[config.mk]
export PLATFORM = sky130hd
export DESIGN_NAME = serial_ctl_port
export DESIGN_NICKNAME = d
export VERILOG_FILES = /design/src/rtl/serial_ctl_port.sv
export SDC_FILE = /design/constraint.sdc
export NUM_CORES = 1
export LEC_CHECK = 0
export BUFFER_PORTS_ARGS = -buffer_cell sky130_fd_sc_hd__buf_2
export CELL_PAD_IN_SITES_DETAIL_PLACEMENT = 1
export CELL_PAD_IN_SITES_GLOBAL_PLACEMENT = 1
export CORE_MARGIN = 4
export CORE_UTILIZATION = 25
export CTS_CLUSTER_DIAMETER = 30
export CTS_CLUSTER_SIZE = 25
export DETAILED_ROUTE_END_ITERATION = 16
export GPL_ROUTABILITY_DRIVEN = 1
export PLACE_DENSITY_LB_ADDON = 0.1
export RECOVER_POWER = 25
export SLEW_MARGIN = 20
export SYNTH_ARGS = -nofsm -noshare
export SYNTH_HDL_FRONTEND = slang
export SYNTH_SLANG_ARGS = --single-unit
[constraint.sdc]
create_clock -name clk -period 2.17 [get_ports clk]
set_clock_uncertainty 0.05 [all_clocks]
set_input_delay 0.5425 -clock clk [delete_from_list [all_inputs] [get_ports clk]]
set_output_delay 0.5425 -clock clk [all_outputs]
set_load 0.1 [all_outputs]
[src/rtl/serial_ctl_port.sv]
module serial_ctl_port #(
  parameter int CMD_W = 8,
  parameter int DATA_W = 8,
  parameter logic [CMD_W-2:0] STAT_ADDR = '0
) (
  input  logic              clk,
  input  logic              rst_n,
  input  logic              csn,
  input  logic              sck,
  input  logic              sdi,
  output logic              sdo,
  output logic              sdo_oe,
  input  logic [DATA_W-1:0] status_in,
  input  logic              evt_tgl,
  output logic              irq_pull,
  output logic              wr_stb,
  output logic [CMD_W-2:0]  wr_addr,
  output logic [DATA_W-1:0] wr_data
);

  localparam int FRAME = CMD_W + DATA_W;
  localparam int CNT_W = $clog2(FRAME + 2);
  localparam logic [CNT_W-1:0] CNT_CMD  = CNT_W'(CMD_W);
  localparam logic [CNT_W-1:0] CNT_LAST = CNT_W'(CMD_W - 1);
  localparam logic [CNT_W-1:0] CNT_FULL = CNT_W'(FRAME);
  localparam logic [CNT_W-1:0] CNT_OVER = CNT_W'(FRAME + 1);

  logic [1:0] cs_sy, ck_sy, di_sy, ev_sy;
  logic       cs_q, ck_q, ev_q;
  logic       cs_s, ck_s, di_s, ev_s;

  always_ff @(posedge clk or negedge rst_n) begin
    if (!rst_n) begin
      cs_sy <= 2'b11;
      ck_sy <= '0;
      di_sy <= '0;
      ev_sy <= '0;
      cs_q  <= 1'b1;
      ck_q  <= 1'b0;
      ev_q  <= 1'b0;
    end else begin
      cs_sy <= {cs_sy[0], csn};
      ck_sy <= {ck_sy[0], sck};
      di_sy <= {di_sy[0], sdi};
      ev_sy <= {ev_sy[0], evt_tgl};
      cs_q  <= cs_s;
      ck_q  <= ck_s;
      ev_q  <= ev_s;
    end
  end

  assign cs_s = cs_sy[1];
  assign ck_s = ck_sy[1];
  assign di_s = di_sy[1];
  assign ev_s = ev_sy[1];

  logic cs_fall, cs_rise, ck_rise, ck_fall, ev_pulse;
  assign cs_fall  = cs_q & ~cs_s;
  assign cs_rise  = ~cs_q & cs_s;
  assign ck_rise  = ~cs_s & ck_s & ~ck_q;
  assign ck_fall  = ~cs_s & ~ck_s & ck_q;
  assign ev_pulse = ev_s ^ ev_q;

  logic [CNT_W-1:0]  cnt;
  logic [FRAME-1:0]  sr;
  logic [CMD_W-1:0]  cmd;
  logic [DATA_W-1:0] snap;
  logic              sdo_q;
  logic              full, is_rd, st_rd, st_clr;

  assign full   = (cnt == CNT_FULL);
  assign is_rd  = cmd[CMD_W-1];
  assign st_rd  = is_rd && (cmd[CMD_W-2:0] == STAT_ADDR);
  assign st_clr = cs_rise && full && st_rd;

  always_ff @(posedge clk or negedge rst_n) begin
    if (!rst_n) begin
      cnt   <= '0;
      sr    <= '0;
      cmd   <= '0;
      snap  <= '0;
      sdo_q <= 1'b0;
    end else if (cs_fall) begin
      cnt   <= '0;
      cmd   <= '0;
      snap  <= status_in;
      sdo_q <= 1'b0;
    end else begin
      if (ck_rise) begin
        if (cnt != CNT_OVER) cnt <= cnt + 1'b1;
        if (cnt < CNT_FULL) sr <= {sr[FRAME-2:0], di_s};
        if (cnt == CNT_LAST) cmd <= {sr[CMD_W-2:0], di_s};
      end
      if (ck_fall) begin
        if (cnt >= CNT_CMD && cnt < CNT_FULL && st_rd) begin
          sdo_q <= snap[DATA_W-1];
          snap  <= {snap[DATA_W-2:0], 1'b0};
        end else begin
          sdo_q <= 1'b0;
        end
      end
    end
  end

  logic              irq_q, stb_q;
  logic [CMD_W-2:0]  addr_q;
  logic [DATA_W-1:0] data_q;

  always_ff @(posedge clk or negedge rst_n) begin
    if (!rst_n) begin
      irq_q  <= 1'b0;
      stb_q  <= 1'b0;
      addr_q <= '0;
      data_q <= '0;
    end else begin
      if (ev_pulse)    irq_q <= 1'b1;
      else if (st_clr) irq_q <= 1'b0;
      stb_q <= cs_rise && full && !is_rd;
      if (cs_rise && full && !is_rd) begin
        addr_q <= cmd[CMD_W-2:0];
        data_q <= sr[DATA_W-1:0];
      end
    end
  end

  assign sdo      = sdo_q;
  assign sdo_oe   = ~csn;
  assign irq_pull = irq_q;
  assign wr_stb   = stb_q;
  assign wr_addr  = addr_q;
  assign wr_data  = data_q;

endmodule

Word level (Yosys, flattened, before mapping)
Cells that the tools add are included.
{ "word_totals": {"ff_bits": 58, "input_bits": 14, "word_cells": 67} }
{ "classes": {"addsub": 1, "order_cmp": 2, "n_eq_ne": 3, "n_mux": 14, "bitwise_logic": 13, "reduce_logical": 18} }
{ "op_table": {"columns": ["cell", "count"], "rows": [
  ["$mux 8", 6],
  ["$mux 5", 3],
  ["$reduce_bool 2->1", 6],
  ["$logic_not 7->1", 1],
  ["$and 1x1->1", 6],
  ["$logic_and 1x1->1", 6],
  ["$not 1->1", 6],
  ["$reduce_and 2->1", 3],
  ["$add 5x1->5 const B", 1],
  ["$eq 5x3->1 const B", 1],
  ["$eq 5x5->1 const B", 1],
  ["$ge 5x4->1 const B", 1],
  ["$lt 5x5->1 const B", 1],
  ["$mux 1", 5],
  ["$ne 5x5->1 const B", 1],
  ["$reduce_and 3->1", 1],
  ["$logic_not 1->1", 1],
  ["$xor 1x1->1", 1]
]} }

Depth between registers and ports, before layout
{ "depth": {"word_depth": 6, "mapped_depth": 6} }

Worst setup path after synthesis
No wires, ideal clock.
{ "synth_path": {"kind": "register -> register", "startpoint": "reg cnt[3]", "endpoint": "reg addr_q[0], in the netlist wr_addr[0]", "setup_ps": 125, "t_arrival_ps": 1709, "path_slack_ps": 286, "path_stages_with_launch": 6, "path_buffers": 2, "period_less_slack_ps": 1884, "path_cell_list": "dfrtp_1 -> buf_2 -> or3b_1 -> nor3b_4 -> buf_6 -> mux2_2"} }
{ "synth_between": {"elab_chain_cells": 3} }
{ "synth_rtl": {"columns": ["item", "line_no", "text"], "rows": [
  ["start: declaration", "64", "logic [CNT_W-1:0] cnt;"],
  ["start signal: assignment", "90", "if (cnt != CNT_OVER) cnt <= cnt + 1'b1;"],
  ["$eq 5x5->1", "71", "assign full = (cnt == CNT_FULL);"],
  ["$logic_and 1x1->1 (2 in a row)", "119", "if (cs_rise && full && !is_rd) begin"],
  ["end signal: assignment", "120", "addr_q <= cmd[CMD_W-2:0];"],
  ["end: declaration", "106", "logic [CMD_W-2:0] addr_q;"]
]} }
Every way passes these cells.
A chain may end at the register's enable or synchronous reset.

Worst setup path after layout
{ "layout_path": {"startpoint": "reg cs_sy[1]", "endpoint": "reg sr[1]"} }
{ "layout_between": {"elab_chain_cells": 4} }
{ "layout_rtl": {"columns": ["item", "line_no", "text"], "rows": [
  ["start: declaration", "28", "logic [1:0] cs_sy, ck_sy, di_sy, ev_sy;"],
  ["start signal: assignment", "42", "cs_sy <= {cs_sy[0], csn};"],
  ["$not 1->1 (*)", "58, 60", null],
  ["$and 1x1->1 (on tied branches)", "60, 58", null],
  ["$and 1x1->1 or $not 1->1 (tied branches)", null, null],
  ["$reduce_and 3->1 (no source line) (*)", null, null],
  ["end signal: assignment", "91", "if (cnt < CNT_FULL) sr <= {sr[FRAME-2:0], di_s};"],
  ["end: declaration", "65", "logic [FRAME-1:0] sr;"]
]} }
Mark *: on every way between the ends. The rest lies on a longest branch, timed or not.

==> run summary <==
The share of synthesized cell area in full adder, half adder and majority cells is 0.0154. The number of top-level pins came out at 33. The final-report hold violation count was 0. The share of flip-flops with an asynchronous set or reset came out at 1.00. The number of buffers created by CTS is 9.

In this run the static leakage power is roughly 1.4 nW. The first-pass GRT wire length is just over 9000 µm. The data required time at the worst endpoint is around 2.3 ns. At the end of routability-driven placement, the weighted congestion stood at roughly 0.77. The measured slew at the worst slew-check pin came out at between 0.9 and 1 ns. The average vias per placed instance came out at ~4.4. The number of buffers inserted for hold repair after clock tree synthesis came out at 0. Traced cell by cell, the critical path runs through or3b_1 > or3_1 > mux2_4. At the later pin of the worst-skew pair, clock insertion delay measures 0.33 ns.

In this run the horizontal extent of the chip is roughly 110 µm. The cell area after synthesis is about 0.0024 mm². The startpoint kind of the worst setup timing path is a flip-flop. Clock-pin slew was measured on the worst setup and hold paths at roughly 0.060 ns. The number of detailed-routing iterations run before antenna repair came out at 4. The floorplan has 35 rows. After legalization and detailed placement, the total HPWL measured ~3900 µm.

In this run the remaining antenna-violating nets after routing total 0. The mean cell area of the mapped netlist came out at 13.7 µm². After synthesis the netlist holds a flip-flop and latch count of just under 60.

The maximum achievable frequency is between 0.4 and 0.5 GHz. The die covers roughly 0.011 mm². Global routing finished with a remaining overflow of 0. The switching power total came out at around 0.00052 W. The final count of pins violating max slew came out at 0. The post-CTS setup buffer count came out at 0. The via count of the first global-routing pass is 1825. The DRC violation count after routing came out at 0. The initial antenna violation count is 0. Clock tree synthesis found a total of a little under 60 sinks. The effective utilization at floorplan is 0.260.

The number of buffers and inverters on the critical path is 0. The share of total power dissipated in sequential elements is 0.547. The share of total power consumed by net switching is 0.235.

The most used flip-flop cell after synthesis is sky130_fd_sc_hd__dfrtp_1. The maximum number of pins on one net before global-route repair came out at 31. The area share of xor/xnor cells in the synthesized design came out at 0.00359. The share of total power dissipated in combinational logic is 0.082. The worst setup path is captured at a flip-flop.

The post-synthesis mux area share came out at 0.183. Leaving out fill and tap cells, the most frequent cell in the layout is sky130_fd_sc_hd__dfrtp_1. The cell at the root of the clock tree is sky130_fd_sc_hd__clkbuf_8. The aggregate routed wire length is 5360 µm.

Leaving out fill and tap cells, the most frequent cells in the layout are 55 x sky130_fd_sc_hd__dfrtp_1, 30 x sky130_fd_sc_hd__buf_2, 29 x sky130_fd_sc_hd__mux2_2, 12 x sky130_fd_sc_hd__a21oi_1. The max capacitance violation total is 0. The share of the clock period used by the worst path came out at 0.930. The total power per unit cell area came out at ~760 mW/mm². The layout-stage area growth over the synthesis result came out at 21.2%. Setup repair after global routing left no endpoint under its margin. By startpoint and endpoint, the worst setup path is classified as reg2reg. The total of endpoints with negative setup slack in the final report came out at 0.

The buffer levels on the longest clock path is 2. After synthesis, the largest family of logic cells by area is multiplexers. The clock tree from TritonCTS is built. The run finished with clean final reports. The number of warning messages in the yosys log is 0. The largest individual stage delay along the critical path comes from the cell sky130_fd_sc_hd__or3_1. The portion of total power attributed to the clock network came out at 0.371. The normalized max-slew margin came out at 0.369. At the worst endpoint, the arrival time is 2.17 ns. The post-synthesis net count is 195.

The number of DRC markers after the initial detailed-route iteration is between 50 and 60. The maximum ir drop on the vdd rail is 0.244 mV. The antenna cell count came out at 0. In this design, the largest share of critical-path delay is due to simple AND/OR/NAND/NOR gates.

The post-synthesis simple-gate area fraction is 0.109. Overall power consumption after layout is estimated at 0.00223 W. The area fraction in compound gates after synthesis came out at 0.0667. The internal power of the cells is around 0.0017 W.

Yosys mapped the design onto 38 distinct sky130hd cell types. The CTS H-tree depth came out at 3. The instance count of the mapped netlist is 178.

The maximum cell stage delay along the critical path is around 0.56 ns. The total of buffers placed on input and output ports is 32. Of the synthesized area, sequential elements account for 0.597.

In the global route stage, overall resource usage came out at 0.105. The synthesized design contains 0 enable-type register cells. The net total in the final layout is around 240. The final setup TNS came out at 0 ns. The proportion of layout cells with a drive suffix above 1 came out at 0.419. The area of the core came out at approximately 0.0094 mm².

The total via count in the routed design came out at roughly 1600. The critical-path maximum fanout is 9. The routed wirelength normalized by instance count is about 15 µm. The worst hold path belongs to the class in2reg. The die height came out at approximately 110 µm. The post-route minimum period is about 2.0 ns.

The quantity of gates resized following cts came out at 0.
==> power groups by stage <==
stage / logic, W / clock network [W] / registers, W
2_1_floorplan: 0.000131 / 0 / 0.00122
3_3_place_gp: 0.000182 / 0 / 0.00124
3_5_place_dp: 0.000189 / 0 / 0.00124
4_1_cts: 0.000191 / 0.000886 / 0.00122
5_1_grt: 0.000205 / 0.000937 / 0.00123
6_report: 0.000182 / 0.000829 / 0.00122
==> state kept, by name, indices dropped and copies added (netlist names), 5 cells and up <==
register and cells:
cmd 8, snap 8, sr 8, wr_data 8, wr_addr 7, cnt 5
==> Yosys cell counts (2+ instances only) <==
cell type | instances | area (µm²)
sky130_fd_sc_hd__dfrtp_1 | 55 | 1380
sky130_fd_sc_hd__mux2_2 | 29 | 327
sky130_fd_sc_hd__a21oi_1 | 12 | 60.1
sky130_fd_sc_hd__o21ai_0 | 11 | 55.1
sky130_fd_sc_hd__nand3_1 | 9 | 45.0
sky130_fd_sc_hd__mux2_4 | 8 | 120
sky130_fd_sc_hd__or3_1 | 5 | 31.3
sky130_fd_sc_hd__clkbuf_1 | 4 | 15.0
sky130_fd_sc_hd__nand2_1 | 4 | 15.0
sky130_fd_sc_hd__dfstp_2 | 3 | 78.8
sky130_fd_sc_hd__ha_1 | 3 | 37.5
sky130_fd_sc_hd__inv_1 | 3 | 11.3
sky130_fd_sc_hd__and2b_1 | 2 | 15.0
sky130_fd_sc_hd__buf_2 | 2 | 10.0
sky130_fd_sc_hd__buf_6 | 2 | 22.5
sky130_fd_sc_hd__nand4_1 | 2 | 12.5
sky130_fd_sc_hd__nor4b_1 | 2 | 17.5
sky130_fd_sc_hd__or3b_1 | 2 | 17.5
==> cell families after synthesis <==
| kind of cell | count (synthesis) |
|---|---|
| AO/OA/AOI/OAI | 29 |
| XOR/XNOR | 1 |
| adder cells (fa/ha/maj) | 3 |
| buffers and inverters | 12 |
| flip-flops | 58 |
| multiplexers | 37 |
| AND/OR/NAND/NOR | 38 |
==> final timing paths <==
kind,from,cells after the start,endpoint,slack [ns]
min in group asynchronous,rst_n,1,wr_data[2],0.28
min,csn,1,cs_sy[0],0.26
max in group asynchronous,rst_n,2,cmd[7],0.49
min reg2reg,di_sy[0],0,di_sy[1],0.31
max reg2reg,cs_sy[1],3,sr[1],0.15
max,cs_sy[1],3,sr[1],0.15
==> final cells by class <==
type	count	area, µm²
Sequential cell	58	1460
Inverter	3	11.3
Clock buffer	15	156
Timing Repair Buffer	44	245
Multi-Input combinational cell	108	921
Clock inverter	1	5.00
Fill cell	1058	6420
Tap cell	129	161
==> per-layer routing <==
| metal | up-vias | global-route usage | part of all wire |
|---|---|---|---|
| met5 | - | 0 | 0 |
| met4 | 0 | 0.0329 | 0.013 |
| met3 | 7 | 0.0458 | 0.048 |
| met2 | 26 | 0.173 | 0.50 |
| met1 | 793 | 0.125 | 0.44 |
| li1 | 740 | - | - |
==> per-stage QoR <==
step                      std cells  setup slack (ns)  instance area, µm²  hold WS (ns)   util
after global placement          342             0.214                2810         0.289  0.300
final                           358             0.152                2960         0.256  0.315
after floorplan                 178             0.286                2440         0.197      -
after global routing            358            0.0503                2960         0.235  0.315
after detailed placement        342             0.196                2810         0.289  0.300
after CTS                       358             0.181                2970        0.0872  0.317
Note: power is estimated with default switching activity, not from simulation.
